**config.mk**
```make
export PLATFORM = sky130hd
export DESIGN_NAME = lpi_pend_engine
export DESIGN_NICKNAME = d
export VERILOG_FILES = /design/src/rtl/lpi_pend_pkg.sv /design/src/rtl/lpi_pend_decode.sv /design/src/rtl/lpi_pend_merge.sv /design/src/rtl/lpi_pend_fsm.sv /design/src/rtl/lpi_pend_engine.sv
export SDC_FILE = /design/constraint.sdc
export NUM_CORES = 1
export LEC_CHECK = 0
export BUFFER_PORTS_ARGS = -buffer_cell sky130_fd_sc_hd__buf_2
export CORE_ASPECT_RATIO = 1.2
export CORE_MARGIN = 4
export CORE_UTILIZATION = 49
export DETAILED_ROUTE_END_ITERATION = 10
export GPL_ROUTABILITY_DRIVEN = 1
export PLACE_DENSITY = 0.84
export SYNTH_ARGS = -nofsm -noshare
export SYNTH_HDL_FRONTEND = slang
export SYNTH_SLANG_ARGS = --single-unit
```
**constraint.sdc**
```tcl
create_clock -name clk -period 4.15 [get_ports clk]
set_input_delay 0.83 -clock clk [delete_from_list [all_inputs] [get_ports clk]]
set_output_delay 0.83 -clock clk [all_outputs]
set_load 0.005 [all_outputs]
```
**src/rtl/lpi_pend_pkg.sv**
```systemverilog
package lpi_pend_pkg;

  typedef enum logic [2:0] {
    ST_IDLE   = 3'd0,
    ST_READ   = 3'd1,
    ST_CMP    = 3'd2,
    ST_WRITE  = 3'd3,
    ST_NOTIFY = 3'd4
  } eng_state_e;

  function automatic int unsigned bitmap_bytes(input int unsigned id_bits);
    return ((32'd1 << (id_bits + 1)) / 8) + 1;
  endfunction

endpackage

```
**src/rtl/lpi_pend_decode.sv**
```systemverilog
module lpi_pend_decode #(
  parameter int ID_BITS = 7,
  parameter int ADDR_W  = 6
) (
  input  logic [31:0]       id,
  output logic              in_range,
  output logic [ADDR_W-1:0] byte_addr,
  output logic [7:0]        bit_mask
);
  localparam logic [32:0] ID_LIMIT = 33'd1 << (ID_BITS + 1);

  // Identifiers up to and including the limit are valid
  assign in_range  = ({1'b0, id} <= ID_LIMIT);
  assign byte_addr = id[ADDR_W+2:3];

  for (genvar b = 0; b < 8; b++) begin : g_mask
    assign bit_mask[b] = (id[2:0] == 3'(b));
  end
endmodule

```
**src/rtl/lpi_pend_merge.sv**
```systemverilog
module lpi_pend_merge (
  input  logic [7:0] cur_byte,
  input  logic [7:0] bit_mask,
  input  logic       do_set,
  output logic [7:0] new_byte,
  output logic       changed
);
  for (genvar b = 0; b < 8; b++) begin : g_bit
    always_comb begin
      if (bit_mask[b]) new_byte[b] = do_set;
      else             new_byte[b] = cur_byte[b];
    end
  end

  assign changed = |((cur_byte ^ new_byte) & bit_mask);
endmodule

```
**src/rtl/lpi_pend_fsm.sv**
```systemverilog
module lpi_pend_fsm
  import lpi_pend_pkg::*;
(
  input  logic       clk,
  input  logic       rst_n,
  input  logic       start,
  input  logic       changed,
  output logic       accept,
  output eng_state_e state
);
  eng_state_e state_nxt;

  assign accept = start && (state == ST_IDLE);

  always_comb begin
    state_nxt = state;
    case (state)
      ST_IDLE:   if (start) state_nxt = ST_READ;
      ST_READ:   state_nxt = ST_CMP;
      ST_CMP:    state_nxt = changed ? ST_WRITE : ST_IDLE;
      ST_WRITE:  state_nxt = ST_NOTIFY;
      ST_NOTIFY: state_nxt = ST_IDLE;
      default:   state_nxt = ST_IDLE;
    endcase
  end

  always_ff @(posedge clk or negedge rst_n) begin
    if (!rst_n) state <= ST_IDLE;
    else        state <= state_nxt;
  end
endmodule

```
**src/rtl/lpi_pend_engine.sv**
```systemverilog
module lpi_pend_engine
  import lpi_pend_pkg::*;
#(
  parameter int ID_BITS = 7,
  localparam int NUM_BYTES = bitmap_bytes(ID_BITS),
  localparam int ADDR_W    = $clog2(NUM_BYTES)
) (
  input  logic              clk,
  input  logic              rst_n,
  input  logic              req_valid,
  input  logic [31:0]       req_id,
  input  logic              req_set,
  output logic              busy,
  output logic              reeval,
  output logic              mem_rd_en,
  output logic [ADDR_W-1:0] mem_rd_addr,
  input  logic [7:0]        mem_rd_data,
  output logic              mem_wr_en,
  output logic [ADDR_W-1:0] mem_wr_addr,
  output logic [7:0]        mem_wr_data
);
  logic              in_range;
  logic [ADDR_W-1:0] dec_addr;
  logic [7:0]        dec_mask;
  logic              accept;
  eng_state_e        state;
  logic [7:0]        merged;
  logic              changed;

  logic [ADDR_W-1:0] addr_q, addr_nxt;
  logic [7:0]        mask_q, mask_nxt;
  logic              set_q, set_nxt;
  logic [7:0]        wdata_q, wdata_nxt;
  logic              cmp_changed;

  lpi_pend_decode #(.ID_BITS(ID_BITS), .ADDR_W(ADDR_W)) u_decode (
    .id        (req_id),
    .in_range  (in_range),
    .byte_addr (dec_addr),
    .bit_mask  (dec_mask)
  );

  lpi_pend_fsm u_fsm (
    .clk     (clk),
    .rst_n   (rst_n),
    .start   (req_valid && in_range),
    .changed (cmp_changed),
    .accept  (accept),
    .state   (state)
  );

  lpi_pend_merge u_merge (
    .cur_byte (mem_rd_data),
    .bit_mask (mask_q),
    .do_set   (set_q),
    .new_byte (merged),
    .changed  (changed)
  );

  // read data is meaningful only in the compare state
  assign cmp_changed = changed && (state == ST_CMP);

  always_comb begin
    addr_nxt  = addr_q;
    mask_nxt  = mask_q;
    set_nxt   = set_q;
    wdata_nxt = wdata_q;
    if (accept) begin
      addr_nxt = dec_addr;
      mask_nxt = dec_mask;
      set_nxt  = req_set;
    end
    if (cmp_changed) wdata_nxt = merged;
  end

  always_ff @(posedge clk or negedge rst_n) begin
    if (!rst_n) begin
      addr_q  <= '0;
      mask_q  <= '0;
      set_q   <= 1'b0;
      wdata_q <= '0;
    end else begin
      addr_q  <= addr_nxt;
      mask_q  <= mask_nxt;
      set_q   <= set_nxt;
      wdata_q <= wdata_nxt;
    end
  end

  assign busy        = (state != ST_IDLE);
  assign mem_rd_en   = (state == ST_READ);
  assign mem_rd_addr = addr_q;
  assign mem_wr_en   = (state == ST_WRITE);
  assign mem_wr_addr = addr_q;
  assign mem_wr_data = wdata_q;
  assign reeval      = (state == ST_NOTIFY);
endmodule

```
# Word-level counts from Yosys, hierarchy flattened
# Index checks and enable logic that the tools add are counted.
# op_classes
bitwise_logic	2
mux	11
eq_ne	12
order_cmp	1
n_reduce_logical	7
# op_table
op	n
32-bit by 9-bit <= comparator with 1-bit output (second input constant)	1
3-bit == test (second input constant)	5
3-bit by 2-bit == test with 1-bit output (second input constant)	4
3-bit case mux with 4 select lines	1
8-bit AND	1
1-bit 2-to-1 mux	8
8-bit OR reduction	1
8-bit XOR	1
3-bit by 1-bit == test with 1-bit output (second input constant)	2
3-bit zero test	2
1-bit logical AND	3
3-bit 2-to-1 mux	1
3-bit nonzero test	1
2-bit 2-to-1 mux	1
2-bit by 1-bit != test with 1-bit output (second input constant)	1
# totals
register_bits	26
out_inout_bits	24
inputBits	44

# Longest topological paths before layout
# Gate-level depths: netlist of run 1.
# logic_depth
depth_word	7
mapped_depth	7
depth_no_buf	5

# Modules after synthesis
# A second synthesis of run 1 with hierarchy kept.
# hier_totals
hier_cells	129
area_unflattened_um2	1500.2
# by_module_without_submodules
mod	n_inst	cells_per_inst	area_per_inst_um2
lpi_pend_engine	1	61	994.7
lpi_pend_merge	1	29	201.4
lpi_pend_decode	1	28	182.7
lpi_pend_fsm	1	11	121.4

# Least setup slack after synthesis of run 1
# Ideal clock, no wire load.
# synth_path
kind	in2reg
from	input port req_id[9]
to	register addr_q[0], in the netlist mem_rd_addr[0]
setup_ns	0.125
cell_stages	5
arrival_ns	2.158
path_slack_ns	1.867
path_cell_list	nor4b_1 > nand4_1 > a2111oi_4 > buf_6 > mux2_2
# synth_between
elab_chain_cells	3
# synth_rtl
item	line	source
start: declaration	lpi_pend_engine.sv:11	input logic [31:0] req_id,
32-bit by 9-bit <= comparator with 1-bit output	lpi_pend_decode.sv:13	assign in_range = ({1'b0, id} <= ID_LIMIT);
1-bit logical AND	lpi_pend_engine.sv:46	.start (req_valid && in_range),
1-bit logical AND	lpi_pend_fsm.sv:13	assign accept = start && (state == ST_IDLE);
end signal: assignment	lpi_pend_engine.sv:83	addr_q <= addr_nxt;
end: declaration	lpi_pend_engine.sv:30	logic [ADDR_W-1:0] addr_q, addr_nxt;
# No other way between the ends.
# A chain may end at the register's enable or synchronous reset.

# Worst setup path in the final report of run 1
# layout_path
from	input port req_id[1]
to	register mask_q[1]
# layout_between
elab_chain_cells	3
# layout_rtl
item	line	source
32-bit by 9-bit <= comparator with 1-bit output	lpi_pend_decode.sv:13	
1-bit logical AND	lpi_pend_engine.sv:46	
1-bit logical AND	lpi_pend_fsm.sv:13	
end signal: assignment	lpi_pend_engine.sv:84	mask_q <= mask_nxt;
end: declaration	lpi_pend_engine.sv:31	logic [7:0] mask_q, mask_nxt;
# Parallel ways exist; a longest one is shown, timed or not.

==> results of run 1 <==
per-stage QoR:
step | cells | worst slack (ns) | hold slack, ns
6_report | 210 | 1.57 | 0.495
5_1_grt | 210 | 1.36 | 0.523
4_1_cts | 210 | 1.56 | 0.507
3_5_place_dp | 207 | 1.23 | 0.496
3_3_place_gp | 207 | 1.26 | 0.487
2_1_floorplan | 116 | 1.87 | 0.481
worst reg2reg max path, stage by stage, from the launching register on:
cell and delay [ns]:
dfrtp_1 0.45, or3_1 0.45, a2111oi_4 0.82, inv_1 0.20, a21o_1 0.23
cells in the final DEF, fill, tap and decap left out, types with 2 or more instances in the layout:
cell      instances
inv_1             6
and4bb_2          2
nor3b_1           2
a22oi_1           4
nor4_1            5
nand4_1           3
nand4b_1          3
dfrtp_1          26
and3b_1           2
nor3_1            2
nand3_1           2
a21o_1            2
o21ai_0           5
clkbuf_4          3
mux2_2           24
buf_2            67
xor2_1            8
nand2_1           2
nor2_1            3
state kept, by name, summed over array words and instances (netlist names):
register and count:
mask_q 8, mem_rd_addr 6, mem_wr_data 8, set_q 1, u_fsm.state 3
path summary, 6_finish.rpt:
kind / startpoint / end / slack (ns) / depth (start not counted)
setup / recovery: req_id[1] / mask_q[1] / 1.57 / 6
hold / removal: rst_n / mem_rd_addr[4] / 0.50 / 1
setup reg to reg: u_fsm.state[1] / mask_q[1] / 1.91 / 4
hold reg to reg: mem_wr_data[4] / mem_wr_data[4] / 0.52 / 1
max in group asynchronous: rst_n / mask_q[5] / 3.28 / 1
min in group clk: mem_wr_data[4] / mem_wr_data[4] / 0.52 / 1
power by group through the flow:
stage,combinational (mW),sequential [mW],clock (mW)
2_1_floorplan,0.0623,0.280,0
3_3_place_gp,0.113,0.281,0
3_5_place_dp,0.116,0.282,0
4_1_cts,0.116,0.277,0.103
5_1_grt,0.128,0.279,0.112
6_report,0.113,0.277,0.0993
metal layers:
layer / up-vias / track usage, %
met2: 36 / 29.3
met4: 0 / 5.22
li1: 535 / -
met3: 4 / 3.10
met5: - / 0
met1: 505 / 18.8
area by class of cell:
type / instances / share of cell area, %
clock buffers: 3 / 1.31
inverters: 6 / 1.31
multi-input cells: 74 / 37.4
flip-flops and latches: 26 / 37.9
well taps: 34 / 2.48
repair buffers: 67 / 19.5
logic make-up after synthesis:
family          share of synthesized area, %
flops                                   46.4
mux                                     19.3
compound gates                          6.96
xor+xnor                                5.00
buf+inv                                 7.77
simple gates                            14.6
==> impl_metrics.env, run 1 <==
export IMPL_start_util_pct=50.8
export IMPL_antenna_found_initial=0
export IMPL_postCtsHoldBufs=0
export IMPL_yosys_warnings=0
export IMPL_cpPeakStageDelay_ns=0.97
export IMPL_drt_met1_wl_um=1180
export IMPL_numCtsBuffers=3
export IMPL_grt_usage_pct=16.0
export IMPL_wl_um=2860
export IMPL_worstMarginPinSlew_ns=1.03
export IMPL_area_growth_pct=22.4
export IMPL_fill_cells=222
export IMPL_pin_count=68
export IMPL_crit_required_ns=4.36
export IMPL_ir_worst_vdd_mv=0.264
export IMPL_yosysMostFrequentCell="dfrtp_1"
export IMPL_clk_path_buf_depth=2
export IMPL_intPower_uw=356
export IMPL_fp_dieH_um=66.6
export IMPL_cts_max_level=1
export IMPL_maxSlewViolCount=0
export IMPL_post_route_util_pct=62.2
export IMPL_fmax_ghz=0.388
export IMPL_final_area_um2=1720
export IMPL_topRoutingLayerUsed="met4"
export IMPL_synth_cell_types=26
export IMPL_p_per_area_nw_per_um2=285
export IMPL_syn_cell_area_um2=1400
export IMPL_final_setup_tns_ns=0
export IMPL_worst_path_max_fanout=21
export IMPL_p_switching_uw=133
export IMPL_grt_pass1_vias=1152
export IMPL_switching_share_pct=27.2
export IMPL_cts_sinks=26
export IMPL_path_buf_inv=2
export IMPL_nets=222
export IMPL_worst_setup_path_type="in2reg"
export IMPL_hp_class="in2async"
export IMPL_placed_area_um2=1690
export IMPL_wl_met2_um=1450
export IMPL_rsz0062_at_grt="no"
export IMPL_drt_pass1_iter_count=4
export IMPL_yosysSeqAreaShare_pct=46.4
export IMPL_ys_ff_latch=26
export IMPL_synthArstFlopShare_pct=100
export IMPL_dr_wl_met3_um=193
export IMPL_final_hold_violation_count=0
export IMPL_synth_area_leader_cell="dfrtp_1"
export IMPL_synth_nets=160
export IMPL_slew_headroom_pct=31.5
export IMPL_outcome="finished, final reports clean"
export IMPL_clkPwrFrac_pct=20.3
export IMPL_syn_avg_cell_area_um2=12.1
export IMPL_dr_total_vias=1080
export IMPL_regArea_um2=651
export IMPL_cts_resized=0
export IMPL_slowest_stage="a2111oi_4"
export IMPL_synthTopCellsByCount="dfrtp_1, mux2_2, xor2_1"
export IMPL_dieArea_um2=3780
export IMPL_max_cap_viol_count=0
export IMPL_clk_pin_slew_worst_paths_ns=0.13
export IMPL_detail_route_vias_per_cell=5.14
export IMPL_p_seq_share_pct=56.6
export IMPL_yosysTopAreaCellShare_pct=46.4
export IMPL_synth_edff_count=0
export IMPL_path_delay_family="compound AO/OA/AOI/OAI gates"
export IMPL_post_route_period_util_pct=62.1
export IMPL_die_width_um=56.8
export IMPL_num_antenna_cells=0
export IMPL_critPathCaptureType="register"
export IMPL_setup_violations_final=0
export IMPL_synthCells=116
export IMPL_start_kind="input port"
export IMPL_drive_above_1_share_pct=55.7
export IMPL_cts_setup_buffers=0
export IMPL_combPwrFrac_pct=23.1
export IMPL_multi_input_area_um2=642
export IMPL_grt_ovfl_total=0
export IMPL_leakage_nw=0.979
export IMPL_grt_pass1_wl_um=4770
export IMPL_crit_arrival_ns=2.79
export IMPL_detail_route_antenna_nets=0
export IMPL_clk_latency_ns=0.31
export IMPL_num_rows=21
export IMPL_gp_congestion=0.744
export IMPL_crit_chain="buf_2, nor3_1, nand3_1, a2111oi_4, inv_1, a21o_1"
export IMPL_design_core_area_um2=2760
export IMPL_hpwl_um=2320
export IMPL_route_detailed_drc=0
export IMPL_final_setup_skew_ns=0.00638
export IMPL_synthTopCellsByArea="dfrtp_1, mux2_2, xor2_1"
export IMPL_cts_tree="built"
export IMPL_yosys_most_used_dff="dfrtp_1"
export IMPL_grt_start_max_net_pins=27
export IMPL_post_route_min_period_ns=2.58
export IMPL_drt_initial_drc_count=14
export IMPL_power_uw=490
export IMPL_io_buffer_count=67
export IMPL_cts_root_buf="clkbuf_4"
export IMPL_wl_per_cell_um=13.6
Power figures use the tool's default switching activity.
==> run 2, diff against run 1 <==
CORE_UTILIZATION = 45   (was 49)
PLACE_DENSITY = 0.78   (was 0.84)
clock period = 2.6 ns   (was 4.15 ns; I/O delays follow)
==> impl_metrics.env, run 2 (synthesis results as in run 1) <==
export IMPL_outcome="finished, final reports clean"
export IMPL_worst_setup_path_type="in2reg"
export IMPL_fp_dieH_um=69.1
export IMPL_hpwl_um=2370
export IMPL_p_per_area_nw_per_um2=470
export IMPL_cts_resized=0
export IMPL_drt_initial_drc_count=22
export IMPL_detail_route_vias_per_cell=5.36
export IMPL_setup_violations_final=0
export IMPL_cpPeakStageDelay_ns=0.49
export IMPL_wl_per_cell_um=13.9
export IMPL_final_setup_tns_ns=0
export IMPL_numCtsBuffers=3
export IMPL_clk_latency_ns=0.32
export IMPL_r2r_setup_slack_ns=0.66
export IMPL_post_route_period_util_pct=77.4
export IMPL_die_width_um=58.9
export IMPL_design_core_area_um2=2890
export IMPL_final_common_cell="buf_2"
export IMPL_path_buf_inv=2
export IMPL_path_delay_family="compound AO/OA/AOI/OAI gates"
export IMPL_grt_pass1_vias=1165
export IMPL_slowest_stage="a2111oi_4"
export IMPL_cts_sinks=26
export IMPL_hp_class="in2async"
export IMPL_cts_root_buf="clkbuf_4"
export IMPL_fmax_ghz=0.497
export IMPL_route_detailed_drc=0
export IMPL_drt_pass1_iter_count=4
export IMPL_rsz0062_at_grt="no"
export IMPL_gp_congestion=0.721
export IMPL_drive_above_1_share_pct=56.4
export IMPL_cts_setup_buffers=0
export IMPL_grt_start_max_net_pins=27
export IMPL_worst_path_max_fanout=14
export IMPL_reg2reg_depth=5
export IMPL_num_antenna_cells=0
export IMPL_post_route_min_period_ns=2.01
export IMPL_worstMarginPinSlew_ns=0.569
export IMPL_wl_um=2950
export IMPL_io_buffer_count=67
export IMPL_post_route_util_pct=60.3
export IMPL_mostFrequentLayoutCells="buf_2, dfrtp_1, mux2_2"
export IMPL_crit_chain="buf_2, nor3_1, nand3_1, a2111oi_4, buf_4, mux2_2"
export IMPL_postCtsHoldBufs=0
export IMPL_crit_arrival_ns=2.23
export IMPL_multi_input_area_um2=642
export IMPL_final_hold_violation_count=0
export IMPL_cts_tree="built"
export IMPL_critPathCaptureType="register"
export IMPL_fill_cells=260
export IMPL_antenna_found_initial=0
export IMPL_dr_total_vias=1141
export IMPL_regArea_um2=651
export IMPL_area_growth_pct=24.5
export IMPL_crit_required_ns=2.82
export IMPL_grt_ovfl_total=0
export IMPL_detail_route_antenna_nets=0
export IMPL_pin_count=68
export IMPL_leakage_nw=0.997
export IMPL_worstReg2RegEnd="mem_wr_data[5]"
export IMPL_reg2reg_from="set_q"
export IMPL_start_util_pct=48.5
export IMPL_cts_max_level=1
export IMPL_maxSlewViolCount=0
export IMPL_ir_worst_vdd_mv=0.342
export IMPL_max_cap_viol_count=0
export IMPL_start_kind="input port"
export IMPL_clk_pin_slew_worst_paths_ns=0.13
export IMPL_final_setup_skew_ns=0.00353
export IMPL_num_rows=21
export IMPL_dieArea_um2=4070
export IMPL_slew_headroom_pct=62.1
export IMPL_grt_usage_pct=14.7
export IMPL_grt_pass1_wl_um=4800
export IMPL_clk_path_buf_depth=2
export IMPL_nets=224
run 2: cell types whose count changed in the layout (fill, tap and decap cells not counted), sizes merged:
cell and change:
clkbuf +1, buf +2
run 2: power breakdown:
group	switching [mW]	internal (mW)
logic	0.0870	0.0911
clock network	0.115	0.0856
registers	0.0180	0.424
total	0.220	0.600
run 2: area by class of cell:
class,instances,area share (%)
tap,34,2.44
inverter,6,1.29
sequential,26,37.3
timing repair buffer,69,20.1
clock buffer,4,2.08
multi-input combinational,74,36.8
run 2: how the worst max path moves through the flow:
stage / slack (ns) / start / depth (start not counted) / to
finish: 0.59 / req_id[1] / 6 / mem_rd_addr[1]
global route: 0.49 / set_q / 5 / mem_wr_data[2]
CTS: 0.59 / req_id[1] / 6 / mem_rd_addr[1]
detailed placement: 0.23 / req_id[1] / 6 / mem_rd_addr[1]
global placement: 0.31 / req_id[1] / 6 / mem_rd_addr[1]
floorplan: 0.63 / req_id[9] / 5 / mem_rd_addr[0]
run 2: worst register-to-register path, cell delays in order, from the launching register on:
cell     delay [ns]
dfrtp_1        0.73
xor2_1         0.13
a22oi_1        0.23
nand4_1        0.15
nand3_2        0.24
mux2_2         0.37
run 2: per-layer routing:
layer / wire length, µm / track usage (%)
met1: 1170 / 18.4
met2: 1370 / 24.7
met3: 373 / 3.17
met4: 43 / 4.53
met5: 0 / 0
run 2: metrics by stage:
stage	power [mW]	std cells	instance area, µm²	setup WS, ns	hold WS (ns)
6_report	0.820	213	1740	0.587	0.171
5_1_grt	0.867	213	1740	0.492	0.204
4_1_cts	0.837	213	1740	0.586	0.190
3_5_place_dp	0.633	209	1710	0.226	0.489
3_3_place_gp	0.629	209	1710	0.313	0.485
2_1_floorplan	0.547	116	1400	0.627	0.224
==> run 3, diff against run 2 <==
CORE_UTILIZATION = 41   (was 45)
PLACE_DENSITY = 0.75   (was 0.78)
clock period = 1.8 ns   (was 2.6 ns; I/O delays follow)
==> impl_metrics.env, run 3 (synthesis results as in run 1) <==
export IMPL_fill_cells=277
export IMPL_critPathCaptureType="register"
export IMPL_worstMarginPinSlew_ns=0.587
export IMPL_slew_headroom_pct=60.9
export IMPL_intPower_mw=1.14
export IMPL_setup_violations_final=0
export IMPL_dr_total_vias=1217
export IMPL_leakage_nw=1.10
export IMPL_cts_sinks=26
export IMPL_route_detailed_drc=0
export IMPL_hp_class="in2async"
export IMPL_start_util_pct=42.3
export IMPL_grt_usage_pct=16.8
export IMPL_crit_arrival_ns=1.97
export IMPL_pre_cts_ws_ns=-0.260
export IMPL_grt_pass1_vias=1238
export IMPL_nets=238
export IMPL_maxSlewViolCount=0
export IMPL_pin_count=68
export IMPL_r2r_setup_slack_ns=0.004
export IMPL_outcome="finished, final reports clean"
export IMPL_power_mw=1.54
export IMPL_drt_initial_drc_count=14
export IMPL_area_growth_pct=40.8
export IMPL_post_route_period_util_pct=99.8
export IMPL_worst_setup_path_type="reg2reg"
export IMPL_detail_route_antenna_nets=0
export IMPL_drive_above_1_share_pct=62.2
export IMPL_drt_pass1_iter_count=4
export IMPL_numCtsBuffers=3
export IMPL_p_seq_share_pct=40.6
export IMPL_crit_chain="buf_4, xor2_1, a22oi_1, nand4_1, nand3_2, mux2_2"
export IMPL_ir_worst_vdd_mv=0.460
export IMPL_combPwrFrac_pct=27.9
export IMPL_die_width_um=61.4
export IMPL_fmax_ghz=0.557
export IMPL_io_buffer_count=67
export IMPL_slowest_stage="dfrtp_1"
export IMPL_switching_share_pct=26.1
export IMPL_postCtsHoldBufs=0
export IMPL_rsz0062_at_grt="yes"
export IMPL_cts_max_level=1
export IMPL_wl_um=3660
export IMPL_p_per_area_nw_per_um2=780
export IMPL_mostFrequentLayoutCells="buf_2, dfrtp_1, mux2_2"
export IMPL_dieArea_um2=4420
export IMPL_crit_required_ns=1.97
export IMPL_final_hold_violation_count=0
export IMPL_grt_start_max_net_pins=27
export IMPL_hpwl_um=2770
export IMPL_post_route_min_period_ns=1.80
export IMPL_worst_path_max_fanout=4
export IMPL_final_setup_skew_ns=0.00612
export IMPL_cts_root_buf="clkbuf_8"
export IMPL_clk_pin_slew_worst_paths_ns=0.09
export IMPL_detail_route_vias_per_cell=5.29
export IMPL_grt_pass1_wl_um=5550
export IMPL_start_kind="register"
export IMPL_grt_ovfl_total=0
export IMPL_p_switching_uw=402
export IMPL_cts_tree="built"
export IMPL_clk_path_buf_depth=2
export IMPL_antenna_found_initial=0
export IMPL_max_cap_viol_count=0
export IMPL_final_setup_tns_ns=0
export IMPL_gp_congestion=0.769
export IMPL_cpPeakStageDelay_ns=0.40
export IMPL_fp_dieH_um=72.0
export IMPL_num_antenna_cells=0
export IMPL_clk_latency_ns=0.27
export IMPL_wl_per_cell_um=15.9
export IMPL_num_rows=23
export IMPL_clkPwrFrac_pct=31.5
export IMPL_final_common_cell="buf_2"
export IMPL_hold_ws_ns=0.0713
export IMPL_design_core_area_um2=3310
export IMPL_fin_ws_ns=0.00429
## run 3: cell types whose count changed in the layout (fill, tap and decap cells not counted), moves of 2 or more
cell / before / now
clkbuf_4: 3 / 0
mux2_4: 0 / 7
buf_4: 2 / 12
mux2_2: 24 / 17
nor4_1: 5 / 3
buf_6: 0 / 3
clkbuf_8: 1 / 3
## run 3: area by class of cell
type                       count  area [µm²]  area share (%)
clock inverter                 1        30.0            1.52
timing repair buffer          82         459            23.3
clock buffer                   3        41.3            2.09
multi-input combinational     75         723            36.7
sequential                    26         651            33.0
inverter                       6        22.5            1.14
tap                           37        46.3            2.35
## run 3: repair_timing
item,in CTS,in global routing
buffers inserted,0,2
setup endpoints to repair,16,21
resized for setup,1,15
cloned,0,1
pin swaps,2,2
## run 3: stage by stage
step | util [%] | area [µm²] | instances
after floorplan | - | 1410 | 116
after global placement | 54.4 | 1800 | 223
after global routing | 59.6 | 1970 | 230
after detailed placement | 54.4 | 1800 | 223
final | 59.6 | 1970 | 230
after CTS | 56.7 | 1880 | 227
## run 3: metal layers
metal	routed length, µm	vias to the layer above	share of wire, %	track usage [%]
met5	0	-	0	0
met4	121	0	3.3	8.49
met3	90	11	2.5	1.78
met2	2140	26	58	30.6
met1	1310	606	36	18.7
li1	-	574	-	-
## run 3: path summary, 6_finish.rpt
check / start / endpoint / depth (start not counted)
max: set_q / mem_wr_data[6] / 6
min: rst_n / mem_wr_data[3] / 1
max reg2reg: set_q / mem_wr_data[6] / 6
min reg2reg: mem_wr_data[5] / mem_wr_data[5] / 1
max in group asynchronous: rst_n / mem_rd_addr[5] / 1
min in group clk: req_set / set_q / 2
## run 3: worst max-delay path: cells and delay by family, from the launching register on
family / cells / cell delay (ns)
mux: 1 / 0.35
simple gates: 2 / 0.44
compound gates: 1 / 0.21
xor+xnor: 1 / 0.14
buf+inv: 1 / 0.16
flops: 1 / 0.40
## run 3: power by group through the flow
stage / combinational, mW / sequential (mW) / clock (mW)
6_report: 0.429 / 0.624 / 0.486
5_1_grt: 0.464 / 0.629 / 0.521
4_1_cts: 0.362 / 0.625 / 0.496
3_5_place_dp: 0.351 / 0.636 / 0
3_3_place_gp: 0.338 / 0.634 / 0
2_1_floorplan: 0.159 / 0.647 / 0
